<file path="src/rtl/iq_ws_pkg.sv">
`timescale 1ns/1ps
package iq_ws_pkg;
   localparam int unsigned IQ_DEPTH_DEF  = 8;
   localparam int unsigned IQ_TAG_DEF    = 6;
   localparam int unsigned IQ_BCAST_DEF  = 3;
   localparam int unsigned IQ_ISSUE_DEF  = 2;
   localparam int unsigned IQ_MASK_DEF   = 4;
   localparam int unsigned IQ_SRC_PER_OP = 2;
endpackage

</file>
<file path="src/rtl/iq_ws_tag_match.sv">
`timescale 1ns/1ps
// Parallel comparison of M stored tags against all broadcast buses.
module iq_ws_tag_match #(
   parameter int unsigned M      = 2,
   parameter int unsigned NBCAST = 3,
   parameter int unsigned TAG_W  = 6
) (
   input  logic [M*TAG_W-1:0]      tags,
   input  logic [NBCAST-1:0]       bc_valid,
   input  logic [NBCAST*TAG_W-1:0] bc_tags,
   output logic [M-1:0]            hit
);
   for (genvar m = 0; m < M; m++) begin : g_cmp
      always_comb begin
         hit[m] = 1'b0;
         for (int b = 0; b < NBCAST; b++)
            if (bc_valid[b] && bc_tags[b*TAG_W +: TAG_W] == tags[m*TAG_W +: TAG_W])
               hit[m] = 1'b1;
      end
   end
endmodule

</file>
<file path="src/rtl/iq_ws_older_count.sv">
`timescale 1ns/1ps
// For each entry, counts flagged entries with a smaller age value.
module iq_ws_older_count #(
   parameter int unsigned N  = 8,
   parameter int unsigned AW = 3,
   parameter int unsigned CW = 4
) (
   input  logic [N-1:0]    flag,
   input  logic [N*AW-1:0] age,
   output logic [N*CW-1:0] cnt
);
   for (genvar i = 0; i < N; i++) begin : g_row
      logic [CW-1:0] acc;
      always_comb begin
         acc = '0;
         for (int j = 0; j < N; j++)
            if (j != i && flag[j] && age[j*AW +: AW] < age[i*AW +: AW])
               acc = acc + 1'b1;
      end
      assign cnt[i*CW +: CW] = acc;
   end
endmodule

</file>
<file path="src/rtl/iq_ws_slot_map.sv">
`timescale 1ns/1ps
// Maps the k-th oldest candidate onto the k-th available issue port.
module iq_ws_slot_map #(
   parameter int unsigned N  = 8,
   parameter int unsigned W  = 2,
   parameter int unsigned CW = 4,
   parameter int unsigned IW = 3
) (
   input  logic [N-1:0]    cand,
   input  logic [N*CW-1:0] rank,
   input  logic [W-1:0]    fu_avail,
   output logic [W-1:0]    slot_vld,
   output logic [W*IW-1:0] slot_idx,
   output logic [N-1:0]    grant
);
   logic [N-1:0] hit [W];

   for (genvar s = 0; s < W; s++) begin : g_slot
      logic [CW-1:0] order;
      always_comb begin
         order = '0;
         for (int t = 0; t < s; t++)
            order = order + CW'(fu_avail[t]);
      end
      always_comb begin
         slot_vld[s]            = 1'b0;
         slot_idx[s*IW +: IW]   = '0;
         for (int i = 0; i < N; i++) begin
            hit[s][i] = fu_avail[s] && cand[i] && rank[i*CW +: CW] == order;
            if (hit[s][i]) begin
               slot_vld[s]          = 1'b1;
               slot_idx[s*IW +: IW] = IW'(i);
            end
         end
      end
   end

   always_comb begin
      grant = '0;
      for (int s = 0; s < W; s++)
         grant = grant | hit[s];
   end
endmodule

</file>
<file path="src/rtl/iq_wakeup_select.sv">
`timescale 1ns/1ps
module iq_wakeup_select
   import iq_ws_pkg::*;
#(
   parameter int unsigned DEPTH     = IQ_DEPTH_DEF,
   parameter int unsigned TAG_W     = IQ_TAG_DEF,
   parameter int unsigned NBCAST    = IQ_BCAST_DEF,
   parameter int unsigned ISSUE_W   = IQ_ISSUE_DEF,
   parameter int unsigned MASK_W    = IQ_MASK_DEF,
   parameter bit          DISP_WAKE = 1'b1
) (
   input  logic                      clk,
   input  logic                      rst_n,
   input  logic                      disp_valid,
   output logic                      disp_ready,
   input  logic [TAG_W-1:0]          disp_dst,
   input  logic [TAG_W-1:0]          disp_src0_tag,
   input  logic                      disp_src0_rdy,
   input  logic [TAG_W-1:0]          disp_src1_tag,
   input  logic                      disp_src1_rdy,
   input  logic [MASK_W-1:0]         disp_brmask,
   input  logic [NBCAST-1:0]         bc_valid,
   input  logic [NBCAST*TAG_W-1:0]   bc_tags,
   input  logic                      squash_valid,
   input  logic [MASK_W-1:0]         squash_mask,
   input  logic [ISSUE_W-1:0]        fu_avail,
   output logic [ISSUE_W-1:0]        iss_valid,
   output logic [ISSUE_W*TAG_W-1:0]  iss_dst,
   output logic [ISSUE_W*TAG_W-1:0]  iss_src0_tag,
   output logic [ISSUE_W*TAG_W-1:0]  iss_src1_tag
);
   localparam int unsigned AW = (DEPTH > 1) ? $clog2(DEPTH) : 1;
   localparam int unsigned CW = $clog2(DEPTH + 1);
   localparam int unsigned IW = AW;

   if (DEPTH < 2 || ISSUE_W < 1 || ISSUE_W > DEPTH || NBCAST < 1 ||
       TAG_W < 1 || MASK_W < 1 || IQ_SRC_PER_OP != 2) begin : g_bad_cfg
      $error("iq_wakeup_select: unsupported parameter set");
   end

   // slot storage
   logic [DEPTH-1:0]        e_vld, e_rdy0, e_rdy1;
   logic [DEPTH*TAG_W-1:0]  e_dst, e_s0, e_s1;
   logic [DEPTH*MASK_W-1:0] e_mask;
   logic [DEPTH*AW-1:0]     e_age;

   // wakeup
   logic [2*DEPTH-1:0] e_hit;
   logic [1:0]         d_hit;
   logic [DEPTH-1:0]   ok0, ok1, sq_hit, cand, grant, removed, keep;
   logic [DEPTH*CW-1:0] rank, drop;
   logic [ISSUE_W-1:0]     slot_vld;
   logic [ISSUE_W*IW-1:0]  slot_idx;
   logic [CW-1:0]      survivors;
   logic [IW-1:0]      alloc_idx;
   logic               disp_take, disp_sq;

   iq_ws_tag_match #(.M(2*DEPTH), .NBCAST(NBCAST), .TAG_W(TAG_W)) u_wake (
      .tags({e_s1, e_s0}), .bc_valid(bc_valid), .bc_tags(bc_tags), .hit(e_hit));

   if (DISP_WAKE) begin : g_disp_wake
      iq_ws_tag_match #(.M(2), .NBCAST(NBCAST), .TAG_W(TAG_W)) u_dwake (
         .tags({disp_src1_tag, disp_src0_tag}), .bc_valid(bc_valid),
         .bc_tags(bc_tags), .hit(d_hit));
   end else begin : g_no_disp_wake
      assign d_hit = '0;
   end

   for (genvar i = 0; i < DEPTH; i++) begin : g_ent
      assign ok0[i]    = e_rdy0[i] | e_hit[i];
      assign ok1[i]    = e_rdy1[i] | e_hit[DEPTH+i];
      assign sq_hit[i] = squash_valid && |(e_mask[i*MASK_W +: MASK_W] & squash_mask);
   end

   assign cand = e_vld & ok0 & ok1 & ~sq_hit;

   // select: age rank of every candidate, then port mapping
   iq_ws_older_count #(.N(DEPTH), .AW(AW), .CW(CW)) u_rank (
      .flag(cand), .age(e_age), .cnt(rank));

   iq_ws_slot_map #(.N(DEPTH), .W(ISSUE_W), .CW(CW), .IW(IW)) u_map (
      .cand(cand), .rank(rank), .fu_avail(fu_avail),
      .slot_vld(slot_vld), .slot_idx(slot_idx), .grant(grant));

   // age compaction: each survivor moves down by the removed older slots
   assign removed = e_vld & (grant | sq_hit);
   assign keep    = e_vld & ~removed;

   iq_ws_older_count #(.N(DEPTH), .AW(AW), .CW(CW)) u_drop (
      .flag(removed), .age(e_age), .cnt(drop));

   always_comb begin
      survivors = '0;
      for (int i = 0; i < DEPTH; i++)
         survivors = survivors + CW'(keep[i]);
   end

   always_comb begin
      alloc_idx = '0;
      for (int i = DEPTH - 1; i >= 0; i--)
         if (!e_vld[i]) alloc_idx = IW'(i);
   end

   assign disp_ready = ~&e_vld;
   assign disp_sq    = squash_valid && |(disp_brmask & squash_mask);
   assign disp_take  = disp_valid && disp_ready && !disp_sq;

   always_ff @(posedge clk or negedge rst_n) begin
      if (!rst_n) begin
         e_vld  <= '0;
         e_rdy0 <= '0;
         e_rdy1 <= '0;
         e_dst  <= '0;
         e_s0   <= '0;
         e_s1   <= '0;
         e_mask <= '0;
         e_age  <= '0;
      end else begin
         e_vld <= keep;
         for (int i = 0; i < DEPTH; i++) begin
            if (keep[i]) begin
               e_rdy0[i] <= ok0[i];
               e_rdy1[i] <= ok1[i];
               e_age[i*AW +: AW] <= e_age[i*AW +: AW] - drop[i*CW +: AW];
            end
         end
         if (disp_take) begin
            e_vld[alloc_idx]                  <= 1'b1;
            e_rdy0[alloc_idx]                 <= disp_src0_rdy | d_hit[0];
            e_rdy1[alloc_idx]                 <= disp_src1_rdy | d_hit[1];
            e_dst[alloc_idx*TAG_W +: TAG_W]   <= disp_dst;
            e_s0[alloc_idx*TAG_W +: TAG_W]    <= disp_src0_tag;
            e_s1[alloc_idx*TAG_W +: TAG_W]    <= disp_src1_tag;
            e_mask[alloc_idx*MASK_W +: MASK_W] <= disp_brmask;
            e_age[alloc_idx*AW +: AW]         <= survivors[AW-1:0];
         end
      end
   end

   assign iss_valid = slot_vld;
   for (genvar s = 0; s < ISSUE_W; s++) begin : g_out
      logic [IW-1:0] idx;
      assign idx = slot_idx[s*IW +: IW];
      assign iss_dst[s*TAG_W +: TAG_W]      = e_dst[idx*TAG_W +: TAG_W];
      assign iss_src0_tag[s*TAG_W +: TAG_W] = e_s0[idx*TAG_W +: TAG_W];
      assign iss_src1_tag[s*TAG_W +: TAG_W] = e_s1[idx*TAG_W +: TAG_W];
   end
endmodule

</file>
<file path="config.mk">
export PLATFORM = sky130hd
export DESIGN_NAME = iq_wakeup_select
export DESIGN_NICKNAME = d
export VERILOG_FILES = /design/src/rtl/iq_ws_pkg.sv /design/src/rtl/iq_ws_tag_match.sv /design/src/rtl/iq_ws_older_count.sv /design/src/rtl/iq_ws_slot_map.sv /design/src/rtl/iq_wakeup_select.sv
export SDC_FILE = /design/constraint.sdc
export NUM_CORES = 1
export LEC_CHECK = 0
export BUFFER_PORTS_ARGS = -buffer_cell sky130_fd_sc_hd__clkbuf_2
export CAP_MARGIN = 20
export CORE_ASPECT_RATIO = 0.7
export CORE_UTILIZATION = 65
export CTS_CLUSTER_SIZE = 16
export DETAILED_ROUTE_END_ITERATION = 10
export PLACE_DENSITY = 0.87
export REMOVE_ABC_BUFFERS = 1
export SLEW_MARGIN = 20
export SYNTH_ARGS = -nofsm -noshare
export SYNTH_HDL_FRONTEND = slang
export SYNTH_HIERARCHICAL = 1
export SYNTH_SLANG_ARGS = --single-unit
</file>
<file path="constraint.sdc">
create_clock -name clk -period 15.3 [get_ports clk]
set_input_delay 1.53 -clock clk [delete_from_list [all_inputs] [get_ports clk]]
set_output_delay 1.53 -clock clk [all_outputs]
set_load 0.01 [all_outputs]
</file>
==> results.json <==
{
  "power_mw": 6.13,
  "insertion_delay_ns": 0.53,
  "cts_inserted_buffers": 23,
  "track_usage": 0.450,
  "wire_per_inst_um": 27.6,
  "via_per_inst": 7.11,
  "skew_ns": 0.0218,
  "start_util": 0.661,
  "final_core_util": 0.696,
  "antenna_left": 0,
  "dr.pass1.iters": 9,
  "cts_max_path_buffers": 3,
  "maxCapViolCount": 0,
  "grt-ovfl-total": 0,
  "synthCells": 3136,
  "slew_violations": 0,
  "worstReg2RegStart": "e_s0[9]",
  "timing.fmax_mhz": 80.4,
  "r2r_end": "e_age[14]",
  "worst_path_max_delay_cell": "nor4b_1",
  "multi_input_area_um2": 21800,
  "final_cell_area_um2": 30600,
  "rsz0062_at_grt": "false",
  "period_share": 0.813,
  "routabilityCongestion": 1.04,
  "h-tree-depth": 1,
  "dieArea_um2": 45500,
  "cp-end-kind": "flip-flop",
  "antenna_found_initial": 2,
  "cpPeakStageDelay_ns": 0.62,
  "cts.repair.resized": 0,
  "dpl_cell_area_um2": 29700,
  "critPathRequiredTime_ns": 15.74,
  "seq_area_um2": 5610,
  "clockRootBuffer": "clkbuf_16",
  "chipHeight_um": 179,
  "min_path_cells": 2,
  "path_common_cell": "ha_1",
  "hp-class": "reg -> reg",
  "fill_cells": 3345,
  "hold_start": "e_mask[3]",
  "grt_first_pass_wirelength_um": 154000,
  "synthesis.area_um2": 29000,
  "hold_viol_final": 0,
  "worstHoldEndpoint": "e_mask[3]",
  "drc": 0,
  "status": "complete, no violations",
  "area_growth_pct": 5.29,
  "grt_max_degree": 103,
  "drive_above_1_share": 0.179,
  "crit_path_start_kind": "primary input",
  "power_density_nw_per_um2": 201,
  "r2r_slack_ns": 3.88,
  "worst_slew_pin_slew_ns": 1.17,
  "clkTransAtPathRegs_ns": 0.07,
  "irDropWorstVdd_mv": 0.178,
  "cp_max_fo": 18,
  "grt_pass1_vias": 25800,
  "relSlewSlack": 0.216,
  "setup_viol": 0,
  "yosysWarnings": 6,
  "fin_nets": 3530,
  "vias": 26800,
  "core-area_um2": 43900,
  "postCtsHoldBufs": 0,
  "p_leak_nw": 14.0,
  "layout_min_cycle_time_ns": 12.43,
  "rows": 64,
  "die_w_um": 255,
  "io_buffer_count": 93,
  "syn_avg_cell_area_um2": 9.25,
  "place_hpwl_um": 78500,
  "cts_sinks": 224,
  "critical_path_class": "in -> reg",
  "drt_wl_total_um": 104000,
  "rr_worst_depth": 43,
  "first_iter_violations": 3807,
  "postCtsSetupRepairBufs": 0,
  "cp_data_arrival_time_ns": 12.88,
  "fin_setup_tns_ns": 0,
  "io_pins": 94,
  "cts_tree": "built"
}
==> per-stage QoR <==
| step | setup WS (ns) | hold slack (ns) | std cells |
|---|---|---|---|
| finish | 2.87 | 0.501 | 3770 |
| global placement | 3.20 | 0.463 | 3723 |
| floorplan | 3.41 | 0.451 | 3010 |
| CTS | 3.29 | 0.499 | 3765 |
| global route | 2.59 | 0.513 | 3769 |
| detailed placement | 2.83 | 0.472 | 3723 |
==> registers in the layout (all words and copies together) (netlist names) <==
signal	cells
e_rdy1	8
e_s0	48
e_vld	8
e_age	24
e_rdy0	8
e_mask	32
e_s1	48
e_dst	48
==> worst max-delay path: cells and delay by family <==
| kind | cells | cell delay (ns) |
|---|---|---|
| XOR/XNOR | 7 | 1.69 |
| AND/OR/NAND/NOR | 16 | 4.01 |
| buffers and inverters | 4 | 1.01 |
| multiplexers | 2 | 0.55 |
| AO/OA/AOI/OAI | 6 | 1.13 |
| adder cells (fa/ha/maj) | 9 | 2.95 |
==> worst max-delay path by stage <==
stage	startpoint	endpoint	slack (ns)
after floorplan	bc_tags[5]	iss_dst[0]	3.41
after global placement	bc_tags[1]	e_age[14]	3.20
after detailed placement	bc_tags[1]	e_age[14]	2.83
after CTS	bc_tags[1]	e_age[14]	3.29
after global routing	bc_tags[15]	e_age[14]	2.59
final	bc_tags[1]	e_age[14]	2.87
==> layer usage <==
metal	GRT usage	wire length, um	part of all wire	vias up
met5	0.0264	207	0.0020	-
met2	0.625	41400	0.40	2083
met1	0.609	40700	0.39	13000
met4	0.155	4060	0.039	6
li1	-	-	-	11300
met3	0.202	17800	0.17	404
==> cell usage in the layout (no fill, tap or decap), drive strengths merged, types with 20 or more instances in the layout <==
cell type and n:
a21oi 120, and3 46, buf 29, clkbuf 121, dfrtp 224, ha 306, inv 220, mux2 222
mux2i 58, mux4 72, nand2 207, nand2b 35, nand3 164, nand3b 21, nand4 73, nor2 114
nor2b 53, nor3 66, nor4 63, o211ai 20, o21ai 106, o22ai 30, or3 28, xnor2 293
xor2 234
==> power breakdown <==
group          switching, mW  internal [mW]  leakage (nW)
clock network          0.251          0.389         0.416
logic                   2.60           1.61          10.6
registers              0.483          0.797          2.96
==> cell type report <==
| type | instances | share of cell area |
|---|---|---|
| multi-input cells | 2566 | 0.714 |
| flip-flops and latches | 224 | 0.183 |
| inverters | 220 | 0.0270 |
| well taps | 594 | 0.0243 |
| repair buffers | 121 | 0.0233 |
| clock buffers | 29 | 0.0202 |
| clock inverters | 13 | 0.00741 |
| diodes | 3 | 0.000246 |
No activity file was read; power rests on OpenSTA's default activity.
